## src/rtl/dafilt_pkg.sv

```systemverilog
package dafilt_pkg;

    localparam int ADDR_BYTES = 6;
    localparam int MAC_W      = 8 * ADDR_BYTES;

    // Command register fields, bit 4 down to bit 0
    typedef struct packed {
        logic cmp_en;     // bit 4: table comparison in use
        logic invert;     // bit 3: table hit rejects
        logic take_bc;    // bit 2: accept broadcast
        logic take_mc;    // bit 1: accept multicast
        logic take_uc;    // bit 0: accept unicast
    } cmd_t;

    typedef enum logic [1:0] {
        CLS_UNI   = 2'd0,
        CLS_MULTI = 2'd1,
        CLS_BCAST = 2'd2
    } addr_cls_e;

    // Byte 0 occupies bits 47:40; its bit 0 is the group bit.
    function automatic addr_cls_e classify(input logic [MAC_W-1:0] a);
        if (&a)        return CLS_BCAST;
        else if (a[40]) return CLS_MULTI;
        else           return CLS_UNI;
    endfunction

    function automatic logic decide(input cmd_t c, input addr_cls_e k,
                                    input logic hit);
        logic cls_ok;
        cls_ok = (c.take_uc && k == CLS_UNI)   ||
                 (c.take_mc && k == CLS_MULTI) ||
                 (c.take_bc && k == CLS_BCAST);
        return cls_ok || (c.cmp_en && (hit ^ c.invert));
    endfunction

endpackage

```

## src/rtl/dafilt_regs.sv

```systemverilog
module dafilt_regs
    import dafilt_pkg::*;
#(
    parameter int N_ENTRIES = 16,
    parameter int REG_AW    = 6
) (
    input  logic                            clk,
    input  logic                            rst,
    input  logic                            wr_en,
    input  logic [REG_AW-1:0]               wr_addr,
    input  logic [31:0]                     wr_data,
    input  logic                            snap,
    output logic [N_ENTRIES-1:0][MAC_W-1:0] act_ent,
    output logic [N_ENTRIES-1:0]            act_en,
    output cmd_t                            act_cmd
);
    localparam int EN_ADDR  = 2 * N_ENTRIES;
    localparam int CMD_ADDR = 2 * N_ENTRIES + 1;

    logic [N_ENTRIES-1:0][MAC_W-1:0] prog_ent;
    logic [N_ENTRIES-1:0]            prog_en;
    cmd_t                            prog_cmd;

    for (genvar k = 0; k < N_ENTRIES; k++) begin : g_ent
        always_ff @(posedge clk) begin
            if (rst) begin
                prog_ent[k] <= '0;
            end else if (wr_en && wr_addr == REG_AW'(2 * k)) begin
                prog_ent[k][47:16] <= wr_data;
            end else if (wr_en && wr_addr == REG_AW'(2 * k + 1)) begin
                prog_ent[k][15:0] <= wr_data[31:16];
            end
        end
    end

    always_ff @(posedge clk) begin
        if (rst) begin
            prog_en  <= '0;
            prog_cmd <= '0;
        end else if (wr_en) begin
            if (wr_addr == REG_AW'(EN_ADDR))  prog_en  <= wr_data[N_ENTRIES-1:0];
            if (wr_addr == REG_AW'(CMD_ADDR)) prog_cmd <= cmd_t'(wr_data[4:0]);
        end
    end

    // Working copy frozen for the frame that starts now
    always_ff @(posedge clk) begin
        if (rst) begin
            act_ent <= '0;
            act_en  <= '0;
            act_cmd <= '0;
        end else if (snap) begin
            act_ent <= prog_ent;
            act_en  <= prog_en;
            act_cmd <= prog_cmd;
        end
    end
endmodule

```

## src/rtl/dafilt_capture.sv

```systemverilog
module dafilt_capture
    import dafilt_pkg::*;
(
    input  logic             clk,
    input  logic             rst,
    input  logic             in_valid,
    input  logic             in_sof,
    input  logic [7:0]       in_byte,
    output logic [MAC_W-1:0] addr_full,
    output logic             addr_done
);
    localparam int CNT_W = $clog2(ADDR_BYTES + 1);
    localparam logic [CNT_W-1:0] IDLE = CNT_W'(ADDR_BYTES);
    localparam logic [CNT_W-1:0] LAST = CNT_W'(ADDR_BYTES - 1);

    logic [CNT_W-1:0]       cnt;
    logic [MAC_W-9:0]       head;

    always_ff @(posedge clk) begin
        if (rst) begin
            cnt  <= IDLE;
            head <= '0;
        end else if (in_valid && in_sof) begin
            cnt  <= CNT_W'(1);
            head <= {head[MAC_W-17:0], in_byte};
        end else if (in_valid && cnt != IDLE) begin
            cnt  <= cnt + 1'b1;
            head <= {head[MAC_W-17:0], in_byte};
        end
    end

    assign addr_full = {head, in_byte};
    assign addr_done = in_valid && !in_sof && cnt == LAST;
endmodule

```

## src/rtl/dafilt_match.sv

```systemverilog
module dafilt_match
    import dafilt_pkg::*;
#(
    parameter int N_ENTRIES = 16
) (
    input  logic [N_ENTRIES-1:0][MAC_W-1:0] ent,
    input  logic [N_ENTRIES-1:0]            en,
    input  cmd_t                            cmd,
    input  logic [MAC_W-1:0]                addr,
    output logic                            accept
);
    logic [N_ENTRIES-1:0] hit_vec;

    for (genvar k = 0; k < N_ENTRIES; k++) begin : g_cmp
        assign hit_vec[k] = en[k] && (ent[k] == addr);
    end

    always_comb begin
        accept = decide(cmd, classify(addr), |hit_vec);
    end
endmodule

```

## src/rtl/dest_addr_filter.sv

```systemverilog
module dest_addr_filter
    import dafilt_pkg::*;
#(
    parameter int N_ENTRIES = 16,
    parameter int REG_AW    = $clog2(2 * N_ENTRIES + 2)
) (
    input  logic              clk,
    input  logic              rst,
    input  logic              reg_wr,
    input  logic [REG_AW-1:0] reg_addr,
    input  logic [31:0]       reg_wdata,
    input  logic              in_valid,
    input  logic              in_sof,
    input  logic [7:0]        in_byte,
    output logic              dec_valid,
    output logic              dec_accept
);
    logic [N_ENTRIES-1:0][MAC_W-1:0] act_ent;
    logic [N_ENTRIES-1:0]            act_en;
    cmd_t                            act_cmd;
    logic [MAC_W-1:0]                addr_full;
    logic                            addr_done;
    logic                            acc_now;
    logic                            start;

    assign start = in_valid && in_sof;

    dafilt_regs #(.N_ENTRIES(N_ENTRIES), .REG_AW(REG_AW)) u_regs (
        .clk(clk), .rst(rst), .wr_en(reg_wr), .wr_addr(reg_addr),
        .wr_data(reg_wdata), .snap(start),
        .act_ent(act_ent), .act_en(act_en), .act_cmd(act_cmd)
    );

    dafilt_capture u_cap (
        .clk(clk), .rst(rst), .in_valid(in_valid), .in_sof(in_sof),
        .in_byte(in_byte), .addr_full(addr_full), .addr_done(addr_done)
    );

    dafilt_match #(.N_ENTRIES(N_ENTRIES)) u_match (
        .ent(act_ent), .en(act_en), .cmd(act_cmd),
        .addr(addr_full), .accept(acc_now)
    );

    always_ff @(posedge clk) begin
        if (rst) begin
            dec_valid  <= 1'b0;
            dec_accept <= 1'b0;
        end else begin
            dec_valid <= addr_done;
            if (start)          dec_accept <= 1'b0;
            else if (addr_done) dec_accept <= acc_now;
        end
    end
endmodule

```

## config.mk

```make
export PLATFORM = sky130hd
export DESIGN_NAME = dest_addr_filter
export DESIGN_NICKNAME = d
export VERILOG_FILES = /design/src/rtl/dafilt_pkg.sv /design/src/rtl/dafilt_regs.sv /design/src/rtl/dafilt_capture.sv /design/src/rtl/dafilt_match.sv /design/src/rtl/dest_addr_filter.sv
export SDC_FILE = /design/constraint.sdc
export NUM_CORES = 2
export LEC_CHECK = 0
export BUFFER_PORTS_ARGS = -buffer_cell sky130_fd_sc_hd__buf_4
export CAP_MARGIN = 20
export CORE_MARGIN = 1.5
export CORE_UTILIZATION = 35
export DETAILED_ROUTE_END_ITERATION = 12
export GPL_TIMING_DRIVEN = 0
export PLACE_DENSITY_LB_ADDON = 0.08
export SYNTH_ARGS = -nofsm -noshare
export SYNTH_HDL_FRONTEND = slang
export SYNTH_SLANG_ARGS = --single-unit
```

## constraint.sdc

```tcl
create_clock -name clk -period 3.74 [get_ports clk]
set_clock_uncertainty 0.1 [all_clocks]
set_input_delay 0.374 -clock clk [delete_from_list [all_inputs] [get_ports clk]]
set_output_delay 0.374 -clock clk [all_outputs]
set_load 0.005 [all_outputs]
```

==> results.sh <==
export IMPL_dr_total_vias=61400
export IMPL_nNetsFinal=8727
export IMPL_ant_nets=0
export IMPL_drc=0
export IMPL_htreeDepth=4
export IMPL_numCtsBuffers=184
export IMPL_synthToLayoutAreaGrowth_pct=16.18
export IMPL_min_path_type="in2reg"
export IMPL_avgSynthCellArea_sq_um=7.749
export IMPL_slew_viol_final=0
export IMPL_grt_pass1_vias=55640
export IMPL_netlist_area_sq_um=65040
export IMPL_die_height_um=434.1
export IMPL_rows=158
export IMPL_setup_viol=1
export IMPL_setup_ws_ns=-0.09858
export IMPL_peakVddDrop_uv=404.8
export IMPL_worst_pin_slew_ns=1.357
export IMPL_seq_area_frac_synth_pct=49.95
export IMPL_synth_commonest_cells="nand2_1 (3248), dfxtp_1 (1623), a21oi_1 (1601), clkbuf_1 (556), xnor2_1 (404)"
export IMPL_clockRootBuffer="clkbuf_16"
export IMPL_synth_cell_type_count=55
export IMPL_synth_cells=8394
export IMPL_dr_pass1_iters=6
export IMPL_io_buffers=28
export IMPL_ys_warn_count=0
export IMPL_required_ns=4.35
export IMPL_worstPathMaxFanout=11
export IMPL_critPathLaunchType="flip-flop"
export IMPL_grt_pass1_wl_um=450700
export IMPL_via_per_inst=5.429
export IMPL_tns_ns=-0.09858
export IMPL_drtIter0Drc=7953
export IMPL_drv_cap=0
export IMPL_io_pin_count=53
export IMPL_relSlewSlack_pct=9.528
export IMPL_yosysTopAreaCellShare_pct=49.95
export IMPL_start_util_pct=35.15
export IMPL_netlist_top_cells_area="dfxtp_1 (50%), nand2_1 (19%), a21oi_1 (12%)"
export IMPL_die_area_sq_um=188400
export IMPL_synth_edf_count=0
export IMPL_max_stage_delay_ns=0.61
export IMPL_antenna_found_initial=34
export IMPL_die_width_um=434.1
export IMPL_violations="setup timing"
export IMPL_fin_crit_sh_pct=102.6
export IMPL_insertion_delay_ns=0.86
export IMPL_crit_arrival_ns=4.45
export IMPL_endpoint_kind="flip-flop"
export IMPL_wl_um=334400
export IMPL_routedWlPerCell_um=29.57
export IMPL_cp_cell_sequence="buf_6 -> buf_6 -> xnor2_1 -> nand4_1 -> nor4_1 -> nand4_1 -> o22ai_1 -> nor4_1 -> and4_1 -> o21ai_1 -> a2111oi_2"
export IMPL_coreArea_sq_um=185000
export IMPL_status="finished, violations left"
export IMPL_power_density_nw_per_um2=512.2
export IMPL_cts_clk_slew_worst_paths_ns=0.06
export IMPL_grt_usage_pct=34.63
export IMPL_cts_tree="built"
export IMPL_slowest_stage="nand4_1"
export IMPL_place_gp_congestion=0.9796
export IMPL_finalPower_mw=38.71
export IMPL_synth_most_common_cell="nand2_1"
export IMPL_cts_buffer_depth=3
export IMPL_num_fill_cells=19450
export IMPL_clock_sinks=1623
export IMPL_synth_area_leader_cell="dfxtp_1"
export IMPL_max_freq_ghz=0.2605
export IMPL_crit_type="reg2reg"
export IMPL_ys_seq_elements=1623
export IMPL_async_reset_ff_share_pct=0
export IMPL_p_leak_nw=24.93
export IMPL_drive_gt1_share_pct=5.725
export IMPL_dominantRegCellSynth="dfxtp_1"
export IMPL_grt_overflow_total=0
export IMPL_syn_nets=8448
export IMPL_place_hpwl_um=225000
export IMPL_period_minus_slack_ns=3.839
export IMPL_hold_viol_final=0
export IMPL_grt_max_degree=17
==> per-stage QoR <==
stage | hold WS [ns] | std cells | instance area, sq um | setup WS, ns | utilization [%]
4_1_cts | 0.09408 | 11300 | 75490 | 0.001950 | 40.80
3_5_place_dp | 0.3421 | 10940 | 69050 | -0.8170 | 37.32
6_report | 0.1329 | 11310 | 75570 | -0.09858 | 40.84
2_1_floorplan | 0.3312 | 8394 | 65040 | 1.522 | -
3_3_place_gp | 0.3373 | 10900 | 68360 | -1.134 | 36.94
5_1_grt | 0.1308 | 11300 | 75550 | -0.001291 | 40.83
==> worst max-delay path, delay by kind of cell, from the launching register on <==
family | cells | cell delay, ns
flops | 1 | 0.32
compound gates | 3 | 0.64
buf+inv | 2 | 0.80
simple gates | 5 | 1.52
xor+xnor | 1 | 0.20
==> flip-flops by register name, indices dropped and copies added (netlist names) <==
signal           count
u_regs.prog_cmd      5
u_cap.head          40
u_regs.act_en       16
dec_valid            1
dec_accept           1
u_cap.cnt            3
u_regs.prog_en      16
u_regs.act_ent     768
u_regs.act_cmd       5
u_regs.prog_ent    768
==> timing repair <==
action / CTS / global route
hold endpoints to repair: 53 / 0
hold buffers: 25 / 0
setup buffers: 0 / 0
pin swaps: 1 / 1
gates resized for setup: 21 / 18
setup endpoints to repair: 1 / 1
==> layer usage <==
layer | routed length [um] | track usage, % | share of wire, %
met2 | 142200 | 51.90 | 43
met4 | 20370 | 18.67 | 6.1
met1 | 140700 | 46.62 | 42
met5 | 66 | 0 | 0.020
met3 | 31090 | 6.895 | 9.3
==> where the power goes <==
group / total [mW] / internal, mW / switching, mW / leakage [nW]
Combinational: 2.70 / 0.509 / 2.19 / 8.85
Sequential: 17.4 / 17.3 / 0.0374 / 13.1
Clock: 18.6 / 10.8 / 7.82 / 3.00
==> cell usage in the layout (no fill, tap or decap), types with 20 or more instances in the layout <==
master / n
nand3_1: 28
xnor2_1: 404
xor2_1: 283
buf_1: 28
clkbuf_16: 191
nand4_1: 122
dfxtp_1: 1622
buf_6: 31
inv_1: 38
clkbuf_2: 37
clkinv_2: 26
mux2i_1: 22
nor2_1: 66
buf_4: 88
nor4_1: 99
clkbuf_8: 46
a21oi_1: 1601
buf_8: 30
clkbuf_1: 573
o22ai_1: 20
nand2_1: 3248
nor3_1: 22
dlygate4sd3_1: 25
==> final timing paths <==
kind                                                   startpoint  slack, ns  cells after the start                          endpoint
worst min-delay path                                  reg_addr[4]       0.13                      5  u_regs.prog_ent[17]$_SDFFE_PP0P_
worst max-delay path                  u_cap.head[26]$_SDFFE_PP0P_       -0.1                     11           dec_accept$_SDFFE_PP0P_
worst max register to register        u_cap.head[26]$_SDFFE_PP0P_       -0.1                     11           dec_accept$_SDFFE_PP0P_
worst min register to register  u_regs.prog_ent[669]$_SDFFE_PP0P_       0.33                      2  u_regs.act_ent[669]$_SDFFE_PP0P_
==> logic make-up after synthesis <==
family	count (synthesis)	synth area share (%)
simple gates	3642	22.23
buf+inv	728	4.784
mux	22	0.3386
compound gates	1689	13.38
xor+xnor	687	9.251
flops	1623	49.95
fa+ha+maj	3	0.05772
==> layout make-up <==
type / count / area [sq um] / share of cell area, %
Clock inverter: 43 / 473.0 / 0.6259
Antenna cell: 7 / 17.52 / 0.02318
Buffer: 681 / 3070 / 4.063
Multi-Input combinational cell: 6043 / 29520 / 39.07
Inverter: 47 / 181.4 / 0.2401
Clock buffer: 291 / 5615 / 7.431
Timing Repair Buffer: 93 / 1094 / 1.447
Tap cell: 2480 / 3103 / 4.106
Sequential cell: 1623 / 32490 / 43.00
(Power assumes the default switching activity.)
